--- src/rtl/pdsel_pkg.sv ---
package pdsel_pkg;
  localparam int BUS_W = 16;

  localparam logic [2:0] CODE_CMP  = 3'd0;
  localparam logic [2:0] CODE_MSK1 = 3'd1;
  localparam logic [2:0] CODE_MSK2 = 3'd2;
  localparam logic [2:0] CODE_NF   = 3'd3;
  localparam logic [2:0] CODE_MEMA = 3'd4;  // memory at address field / PS in override
  localparam logic [2:0] CODE_MEMR = 3'd5;  // memory at [AR] / PD in override
  localparam logic [2:0] CODE_CTL  = 3'd6;
  localparam logic [2:0] CODE_AR   = 3'd7;

  localparam logic [2:0] OP_SRC = 3'd0;
  localparam logic [2:0] OP_DST = 3'd1;
  localparam logic [2:0] OP_OVR = 3'd2;

  typedef struct packed {
    logic       is_src;
    logic       is_dst;
    logic       is_ovr;
    logic       fflag;
    logic [1:0] mm;
    logic [2:0] ddd;
    logic [2:0] low3;
  } instr_t;

  function automatic logic is_mem(input logic [2:0] c);
    return (c == CODE_MEMA) || (c == CODE_MEMR);
  endfunction

  function automatic logic is_seg_reg(input logic [2:0] c);
    return (c == CODE_CMP) || (c == CODE_MSK1) || (c == CODE_MSK2);
  endfunction
endpackage

--- src/rtl/pdsel_decode.sv ---
module pdsel_decode
  import pdsel_pkg::*;
(
  input  logic [BUS_W-1:0] word,
  output instr_t           ins
);
  logic       top_zero;
  logic [2:0] op;

  always_comb begin
    top_zero   = (word[15:12] == 4'h0);
    op         = word[10:8];
    ins.fflag  = word[11];
    ins.mm     = word[7:6];
    ins.ddd    = word[5:3];
    ins.low3   = word[2:0];
    ins.is_src = top_zero && (op == OP_SRC) && (word[7:3] == 5'd0);
    ins.is_dst = top_zero && (op == OP_DST);
    ins.is_ovr = top_zero && (op == OP_OVR) && !word[11]
                 && (word[7:6] == 2'd0) && (word[2:0] == 3'd0);
  end
endmodule

--- src/rtl/pdsel_addr.sv ---
module pdsel_addr #(
  parameter int ADDR_W = 12
) (
  input  logic              clk,
  input  logic              rst_n,
  input  logic              load_en,
  input  logic [ADDR_W-1:0] load_val,
  input  logic              step_en,
  input  logic              step_down,
  output logic [ADDR_W-1:0] ar_q,
  output logic              load_p,
  output logic              step_p
);
  localparam logic [ADDR_W-1:0] ONE = {{(ADDR_W-1){1'b0}}, 1'b1};

  always_ff @(posedge clk) begin
    if (!rst_n) begin
      ar_q   <= '0;
      load_p <= 1'b0;
      step_p <= 1'b0;
    end else begin
      load_p <= load_en;
      step_p <= step_en && !load_en;
      if (load_en)
        ar_q <= load_val;
      else if (step_en)
        ar_q <= step_down ? ar_q - ONE : ar_q + ONE;
    end
  end

  // a step moves the address by exactly one in the chosen direction
  p_step_by_one_r5: assert property (@(posedge clk) disable iff (!rst_n)
    step_p |-> ((ar_q == $past(ar_q) + ONE) || (ar_q == $past(ar_q) - ONE)));
endmodule

--- src/rtl/pdsel_seg.sv ---
module pdsel_seg #(
  parameter int SEGS = 4
) (
  input  logic clk,
  input  logic rst_n,
  input  logic clr,
  input  logic wr_en,
  output logic cmp_p
);
  localparam int SEG_W = (SEGS > 2) ? $clog2(SEGS) : 1;
  localparam logic [SEG_W-1:0] LAST = SEG_W'(SEGS - 1);

  logic [SEG_W-1:0] seg_q;

  always_ff @(posedge clk) begin
    if (!rst_n) begin
      seg_q <= '0;
      cmp_p <= 1'b0;
    end else begin
      cmp_p <= 1'b0;
      if (clr)
        seg_q <= '0;
      else if (wr_en) begin
        if (seg_q == LAST) begin
          seg_q <= '0;
          cmp_p <= 1'b1;
        end else
          seg_q <= seg_q + SEG_W'(1);
      end
    end
  end

  // the compare request never lasts two cycles
  p_cmp_single_r9: assert property (@(posedge clk) disable iff (!rst_n)
    cmp_p |=> !cmp_p);
endmodule

--- src/rtl/pdsel_ctrl.sv ---
module pdsel_ctrl
  import pdsel_pkg::*;
#(
  parameter int          ADDR_W = 12,
  parameter int          SEGS   = 4,
  parameter logic [11:0] DEV_ID = 12'hA5C
) (
  input  logic              clk,
  input  logic              rst_n,
  input  logic              cyc_valid,
  input  logic              cyc_is_cmd,
  input  logic              cyc_write,
  input  logic [15:0]       bus_in,
  output logic [15:0]       rd_data,
  output logic [2:0]        src_sel,
  output logic [2:0]        dst_sel,
  output logic [1:0]        mask_sel,
  output logic [2:0]        valid_code,
  output logic              ovr_armed,
  output logic [2:0]        ovr_reg,
  output logic [ADDR_W-1:0] ar_value,
  output logic              ar_load,
  output logic              ar_step,
  output logic              cmp_pulse
);
  instr_t          dec;
  logic            addr_pend;
  logic [BUS_W-1:0] ctrl_q;
  logic            cmd_wr, cmd_rd, dat_wr, dat_rd;
  logic            take_addr, ovr_wr, instr_wr;
  logic            ld_en, st_en, seg_wr, seg_clr;

  pdsel_decode u_dec (.word(bus_in), .ins(dec));

  always_comb begin
    cmd_wr    = cyc_valid && cyc_is_cmd && cyc_write;
    cmd_rd    = cyc_valid && cyc_is_cmd && !cyc_write;
    dat_wr    = cyc_valid && !cyc_is_cmd && cyc_write;
    dat_rd    = cyc_valid && !cyc_is_cmd && !cyc_write;
    take_addr = cmd_wr && addr_pend;
    ovr_wr    = cmd_wr && !addr_pend && ovr_armed;
    instr_wr  = cmd_wr && !addr_pend && !ovr_armed;
    ld_en     = take_addr || (ovr_wr && ovr_reg == CODE_AR);
    st_en     = (dat_wr && is_mem(dst_sel)) || (dat_rd && is_mem(src_sel));
    seg_wr    = dat_wr && is_seg_reg(dst_sel);
    seg_clr   = instr_wr && dec.is_dst;
  end

  always_ff @(posedge clk) begin
    if (!rst_n) begin
      src_sel    <= CODE_CMP;
      dst_sel    <= CODE_CMP;
      mask_sel   <= 2'd0;
      valid_code <= 3'd0;
      ovr_armed  <= 1'b0;
      ovr_reg    <= 3'd0;
      addr_pend  <= 1'b0;
      ctrl_q     <= '0;
    end else begin
      if (take_addr)
        addr_pend <= 1'b0;
      if (ovr_wr || (cmd_rd && ovr_armed))
        ovr_armed <= 1'b0;
      if (ovr_wr && ovr_reg == CODE_CTL)
        ctrl_q <= bus_in;
      if (instr_wr) begin
        if (dec.is_src) begin
          src_sel   <= dec.low3;
          addr_pend <= dec.fflag;
        end
        if (dec.is_dst) begin
          mask_sel   <= dec.mm;
          dst_sel    <= dec.ddd;
          valid_code <= dec.low3;
          addr_pend  <= dec.fflag;
        end
        if (dec.is_ovr) begin
          ovr_armed <= 1'b1;
          ovr_reg   <= dec.ddd;
        end
      end
    end
  end

  always_comb begin
    rd_data = '0;
    if (ovr_armed) begin
      case (ovr_reg)
        CODE_MEMA: rd_data = {DEV_ID, 1'b0, src_sel};
        CODE_MEMR: rd_data = {8'd0, mask_sel, dst_sel, valid_code};
        CODE_CTL:  rd_data = ctrl_q;
        CODE_AR:   rd_data = {{(BUS_W-ADDR_W){1'b0}}, ar_value};
        default:   rd_data = '0;
      endcase
    end
  end

  pdsel_addr #(.ADDR_W(ADDR_W)) u_addr (
    .clk(clk), .rst_n(rst_n), .load_en(ld_en), .load_val(bus_in[ADDR_W-1:0]),
    .step_en(st_en), .step_down(ctrl_q[0]), .ar_q(ar_value),
    .load_p(ar_load), .step_p(ar_step));

  pdsel_seg #(.SEGS(SEGS)) u_seg (
    .clk(clk), .rst_n(rst_n), .clr(seg_clr), .wr_en(seg_wr), .cmp_p(cmp_pulse));

  // routing changes only through command cycles
  p_route_hold_r2: assert property (@(posedge clk) disable iff (!rst_n)
    !(cyc_valid && cyc_is_cmd) |=> $stable(src_sel) && $stable(dst_sel));
  // an address word lands in the address register
  p_addr_word_r4: assert property (@(posedge clk) disable iff (!rst_n)
    (cyc_valid && cyc_is_cmd && cyc_write && addr_pend)
      |=> ar_load && (ar_value == $past(bus_in[ADDR_W-1:0])));
  // any command cycle consumes an armed override
  p_ovr_once_r6: assert property (@(posedge clk) disable iff (!rst_n)
    (cyc_valid && cyc_is_cmd && ovr_armed && !addr_pend) |=> !ovr_armed);
  // an override write leaves the selectors alone
  p_sel_locked_r7: assert property (@(posedge clk) disable iff (!rst_n)
    (cyc_valid && cyc_is_cmd && cyc_write && ovr_armed && !addr_pend)
      |=> $stable(src_sel) && $stable(dst_sel) && $stable(mask_sel));
endmodule

--- config.mk ---
export PLATFORM = sky130hd
export DESIGN_NAME = pdsel_ctrl
export DESIGN_NICKNAME = d
export VERILOG_FILES = /design/src/rtl/pdsel_pkg.sv /design/src/rtl/pdsel_decode.sv /design/src/rtl/pdsel_addr.sv /design/src/rtl/pdsel_seg.sv /design/src/rtl/pdsel_ctrl.sv
export SDC_FILE = /design/constraint.sdc
export NUM_CORES = 1
export LEC_CHECK = 0
export BUFFER_PORTS_ARGS = -buffer_cell sky130_fd_sc_hd__clkbuf_2
export CORE_MARGIN = 2
export CORE_UTILIZATION = 40
export DETAILED_ROUTE_END_ITERATION = 8
export PLACE_DENSITY_LB_ADDON = 0.15
export SLEW_MARGIN = 10
export SYNTH_ARGS = -nofsm -noshare
export SYNTH_HDL_FRONTEND = slang
export SYNTH_SLANG_ARGS = --single-unit
--- constraint.sdc ---
create_clock -name clk -period 2.6 [get_ports clk]
set_input_delay 0.13 -clock clk [delete_from_list [all_inputs] [get_ports clk]]
set_output_delay 0.13 -clock clk [all_outputs]
set_load 0.1 [all_outputs]
After elaboration in Yosys (flattened, before gate mapping) --
Cells that the tools add are included.
Operators by class: add/sub/neg operators 3, equal/unequal tests 13, muxes and demuxes 14, bitwise logic cells 2, reductions and logical operators 50
Operators with widths (number):
- 16-bit one-hot mux with 4 select lines | 1
- 12-bit two-way mux | 3
- 1-bit logical AND | 25
- 3-bit equality test, second input constant | 8
- 16-bit two-way mux | 1
- 12-bit by 1-bit adder with 12-bit output, second input constant | 1
- 12-bit by 1-bit subtractor with 12-bit output, second input constant | 1
- 3-bit zero test | 3
- 1-bit two-way mux | 8
- 1-bit logical OR | 7
- 3-bit by 1-bit equality test with 1-bit output, second input constant | 2
- 3-bit by 2-bit equality test with 1-bit output, second input constant | 2
- 1-bit zero test | 6
- 2-bit AND reduction | 3
- 5-bit zero test | 1
- 4-bit zero test | 1
- 3-bit OR reduction | 1
- 2-bit by 1-bit adder with 2-bit output, second input constant | 1
- 2-bit equality test, second input constant | 1
- 2-bit zero test | 1
- 2-bit two-way mux | 1
- 1-bit inverter | 2
- 2-bit nonzero test | 1
- 2-bit OR reduction | 1
Word-level totals: register bits after elaboration 49, input bits 21, output and inout bits 46

Longest topological paths before layout --
depth in word-level cells 8, mapped depth 7, mapped depth without buffers 7

Hierarchy --
Synthesis repeated with hierarchy kept, for this count alone.
Second synthesis, totals: cell total of the unflattened synthesis 383, area total of the unflattened synthesis 3104.2 µm²
By module, submodules not included:
- pdsel_ctrl | instances 1, cells each 209, area each 1722.9 µm², sequential area each 640.6 µm²
- pdsel_addr | instances 1, cells each 141, area each 1121.1 µm², sequential area each 280.3 µm²
- pdsel_decode | instances 1, cells each 21, area each 136.4 µm², sequential area each 0.0 µm²
- pdsel_seg | instances 1, cells each 12, area each 123.9 µm², sequential area each 60.1 µm²

Least setup slack after synthesis --
No wires, ideal clock.
path type register to output, start point register ovr_reg[1], end point output port rd_data[6], arrival 3.930 ns, path slack -1.460 ns, cell stages (with the launch flop) 5, path buffers 2, cell sequence dfxtp_1 -> buf_4 -> clkbuf_1 -> mux2i_1 -> a211oi_1
Between the ends: cells in the longest elaborated chain, start to end 3
RTL lines:
- start, declared | line pdsel_ctrl.sv:20 | output logic [2:0] ovr_reg,
- start signal, assigned | line pdsel_ctrl.sv:79 | ovr_reg <= dec.ddd;
- 3-bit equality test | line pdsel_ctrl.sv:88 | case (ovr_reg)
- 16-bit one-hot mux with 4 select lines * | line pdsel_ctrl.sv:88
- 16-bit two-way mux * | line pdsel_ctrl.sv:87 | if (ovr_armed) begin
- end, declared | line pdsel_ctrl.sv:14 | output logic [15:0] rd_data,
Every way passes the cells marked *; elsewhere a longest branch is shown, timed or not.

Worst setup path in the final report --
start point register ctrl_q[0], end point register u_addr.ar_q[6]
Between the ends: cells in the longest elaborated chain, start to end 3
RTL lines:
- start, declared | line pdsel_ctrl.sv:28 | logic [BUS_W-1:0] ctrl_q;
- start signal, assigned | line pdsel_ctrl.sv:65 | ctrl_q <= bus_in;
- 12-bit two-way mux | line pdsel_addr.sv:27 | ar_q <= step_down ? ar_q - ONE : ar_q + ONE;
- 12-bit two-way mux | line pdsel_addr.sv:26 | else if (step_en)
- 12-bit two-way mux | line pdsel_addr.sv:24 | if (load_en)
- end signal, assigned | line pdsel_addr.sv:25 | ar_q <= load_val;
- end signal, assigned | line pdsel_addr.sv:27
- end, declared | line pdsel_addr.sv:10 | output logic [ADDR_W-1:0] ar_q,
No other way between the ends. The select of a mux whose other input is x is not followed. A chain may end at the register's enable or synchronous reset.

==> flow_metrics.tcl <==
set metrics [dict create \
    status "complete, no violations" \
    cts_buffers 5 \
    drt_iter0_drc 121 \
    path_buf_inv 0 \
    wl_per_cell_um 16.4 \
    cp_top_family "compound AO/OA/AOI/OAI gates" \
    htreeDepth 2 \
    clk_pin_slew_worst_paths_ns 0.09 \
    antenna_found_initial 0 \
    irDropWorstVdd_v 0.000172 \
    cts_tree "done" \
    dr.pass1.iters 4 \
    max_slew_margin 0.415 \
    routed_via_density 5.46 \
    largest_reg_flops 16 \
    die_width_um 88.7 \
    nNetsFinal 437 \
    timing.hold.ws_ns 0.0871 \
    critPathCaptureType "register" \
    r2r_end "u_addr.ar_q[6]" \
    hpwl_mm 6.25 \
    worst_setup_path_startpoint "ctrl_q[0]" \
    synth_area_leaders "dfxtp_1 34%, mux2i_1 12%, nor2_1 6.4%, ha_1 4.8%, a21oi_1 3.7%" \
    grt_max_degree 30 \
    finalNonFillerCells 500 \
    start_util 0.418 \
    finalHoldViolCount 0 \
    yosys.area.top_type "dfxtp_1" \
    crit_path_end "u_addr.ar_q[6]" \
    die_h_um 88.7 \
    ys_seq_area_frac 0.342 \
    cts_sinks 49 \
    synth_nets 373 \
    p_comb_frac 0.053 \
    dp.cells 493 \
    worstSetupPathType "reg2reg" \
    synth_edf_count 0 \
    p_leak_nw 1.38 \
    hold_path.class "in2reg" \
    power_frac_seq 0.589 \
    synthesis.instances 340 \
    cp_max_fo 10 \
    die_area_mm2 0.00787 \
    critical-path-slowest-cell "dfxtp_1" \
    fin_setup_tns_ns 0 \
    cp-start-kind "register" \
    netlist.area_leader.share 0.342 \
    vias 2729 \
    min_period_ns 2.19 \
    io_buffers 66 \
    cts_resized 0 \
    hold_buffers 0 \
    synth_warnings 0 \
    final_layout_size_suffix_gt1_frac 0.280 \
    ys_async_sr_fraction 0 \
    timing_max_transition_violations_final 0 \
    swShare 0.230 \
    critical_path.max_stage_delay_ns 0.54 \
    r2r-start "ctrl_q[0]" \
    arrival_ns 2.42 \
    drt-total-wl_mm 8.22 \
    cts-root-buf "clkbuf_8" \
    setup_violations 0 \
    rows 30 \
    design.portCount 67 \
    fin_ws_ns 0.410 \
    grt_pass1_vias 2482 \
    grt_util_all_layers 0.213 \
    tightest_slew_ns 0.872 \
    clkPwrFrac 0.358 \
    synth_cell_types 59 \
    required_ns 2.83 \
    powerDensity_mw_per_mm2 364 \
    place_ws_ns 0.439 \
    regMostFlops "ctrl_q" \
    ys.flop_type "dfxtp_1" \
    maxCapViolCount 0 \
    netlist_area_mm2 0.00287 \
    core_area_mm2 0.00687 \
    rr_worst_depth 6 \
    crit_chain "ha_1, nor2b_1, o31ai_2, a21boi_0, or4_1, a31oi_1" \
    area_growth_pct 22.1 \
    cts_setup_buffers 0 \
    intPower_mw 0.982 \
    period_share 0.842 \
    synth_area_per_cell_um2 8.45 \
    grt_first_pass_wirelength_mm 12.9 \
    post-route-drc-count 0 \
    clkLatencyLatePin_ns 0.30 \
    ys_seq_elements 49 \
    top_regs "ctrl_q: 16 flops, u_addr.ar_q: 12 flops" \
    fin_skew_ns 0.00578 \
    cts_buffer_depth 2 \
    p_sw_mw 0.294 \
    antenna-diode-count 0 \
    grt-ovfl-total 0 \
    rsz0062_at_grt "false" \
    cp.depth 6 \
    r2r_slack_ns 0.41 \
    antenna_left 0 \
    max_clock_freq_mhz 457 \
    gp_congestion 0.810 \
]
==> power groups by stage <==
stage	Sequential (mW)	Clock [mW]	Combinational, mW
3_5_place_dp	0.769	0	0.0674
4_1_cts	0.752	0.469	0.0677
5_1_grt	0.752	0.501	0.0721
2_1_floorplan	0.770	0	0.0253
6_report	0.752	0.456	0.0679
3_3_place_gp	0.769	0	0.0673
==> cell usage in the layout, fill, tap and decap left out, types with 3 or more instances in the layout <==
cell type and instances:
nor2_2 6, o21a_1 3, nor2_1 41, nand2_1 28, nor2_4 3, o21ai_0 3
clkbuf_2 66, or3_1 3, mux2i_1 35, a221oi_1 3, dfxtp_1 45, a21oi_1 21
a31oi_1 4, inv_1 9, buf_4 8, dfxtp_2 4, nor2b_1 6, mux2_2 3
or2_2 3, a22oi_1 7, clkbuf_8 6, ha_1 11, a211oi_4 4, nand3_1 21
o22a_1 3, nor3_1 8, and3_1 4
==> logic make-up after synthesis <==
family          after synthesis  share of synthesized area
simple gates                141                      0.241
compound gates               70                      0.174
flops                        49                      0.342
mux                          38                      0.134
buf+inv                      27                     0.0449
fa+ha+maj                    12                     0.0549
xor+xnor                      3                    0.00915
==> worst min-delay path, stage by stage <==
cell      delay, ns
clkbuf_2       0.09
mux2i_1        0.06
nor2_1         0.07
==> Yosys cell counts (all sizes together) (3+ instances only) <==
cell type  count
ha            11
mux2i         35
a211oi         6
and3           4
a22oi          7
mux2           3
a21oi         21
buf           10
nor2b          6
a31oi          4
dfxtp         49
nor3          10
nor2          50
inv            9
a221oi         3
nand3         21
or2            3
o21ai          4
o21a           3
o22a           3
nand2         29
clkbuf         8
or3            3
==> worst min path at each step <==
stage | start | end | slack (ns) | depth (start not counted)
after floorplan | rst_n | u_addr.ar_q[9] | 0.27 | 1
after global placement | bus_in[12] | ctrl_q[12] | 0.39 | 3
after detailed placement | bus_in[13] | ctrl_q[13] | 0.41 | 3
after CTS | bus_in[15] | ctrl_q[15] | 0.08 | 3
after global routing | bus_in[15] | ctrl_q[15] | 0.08 | 3
final | bus_in[15] | ctrl_q[15] | 0.09 | 3
==> routing by layer <==
metal / vias to the layer above / wire (µm) / GRT usage
met5: - / 0 / 0
met4: 0 / 197 / 0.0744
met3: 13 / 380 / 0.0429
met2: 63 / 3730 / 0.328
met1: 1300 / 3910 / 0.297
li1: 1353 / - / -
==> final cells by class <==
type / instances / area, µm²
clock buffer: 7 / 86.3
fill: 678 / 3360
inverter: 9 / 33.8
multi-input combinational: 264 / 1870
sequential: 49 / 986
tap: 96 / 120
timing repair buffer: 75 / 410
==> through the flow <==
stage / util / cell area, µm² / power [mW]
final: 0.510 / 3510 / 1.28
after global routing: 0.510 / 3510 / 1.33
after CTS: 0.510 / 3510 / 1.29
after detailed placement: 0.498 / 3420 / 0.837
after global placement: 0.498 / 3420 / 0.837
after floorplan: - / 2980 / 0.795
Power figures use the tool's default switching activity.
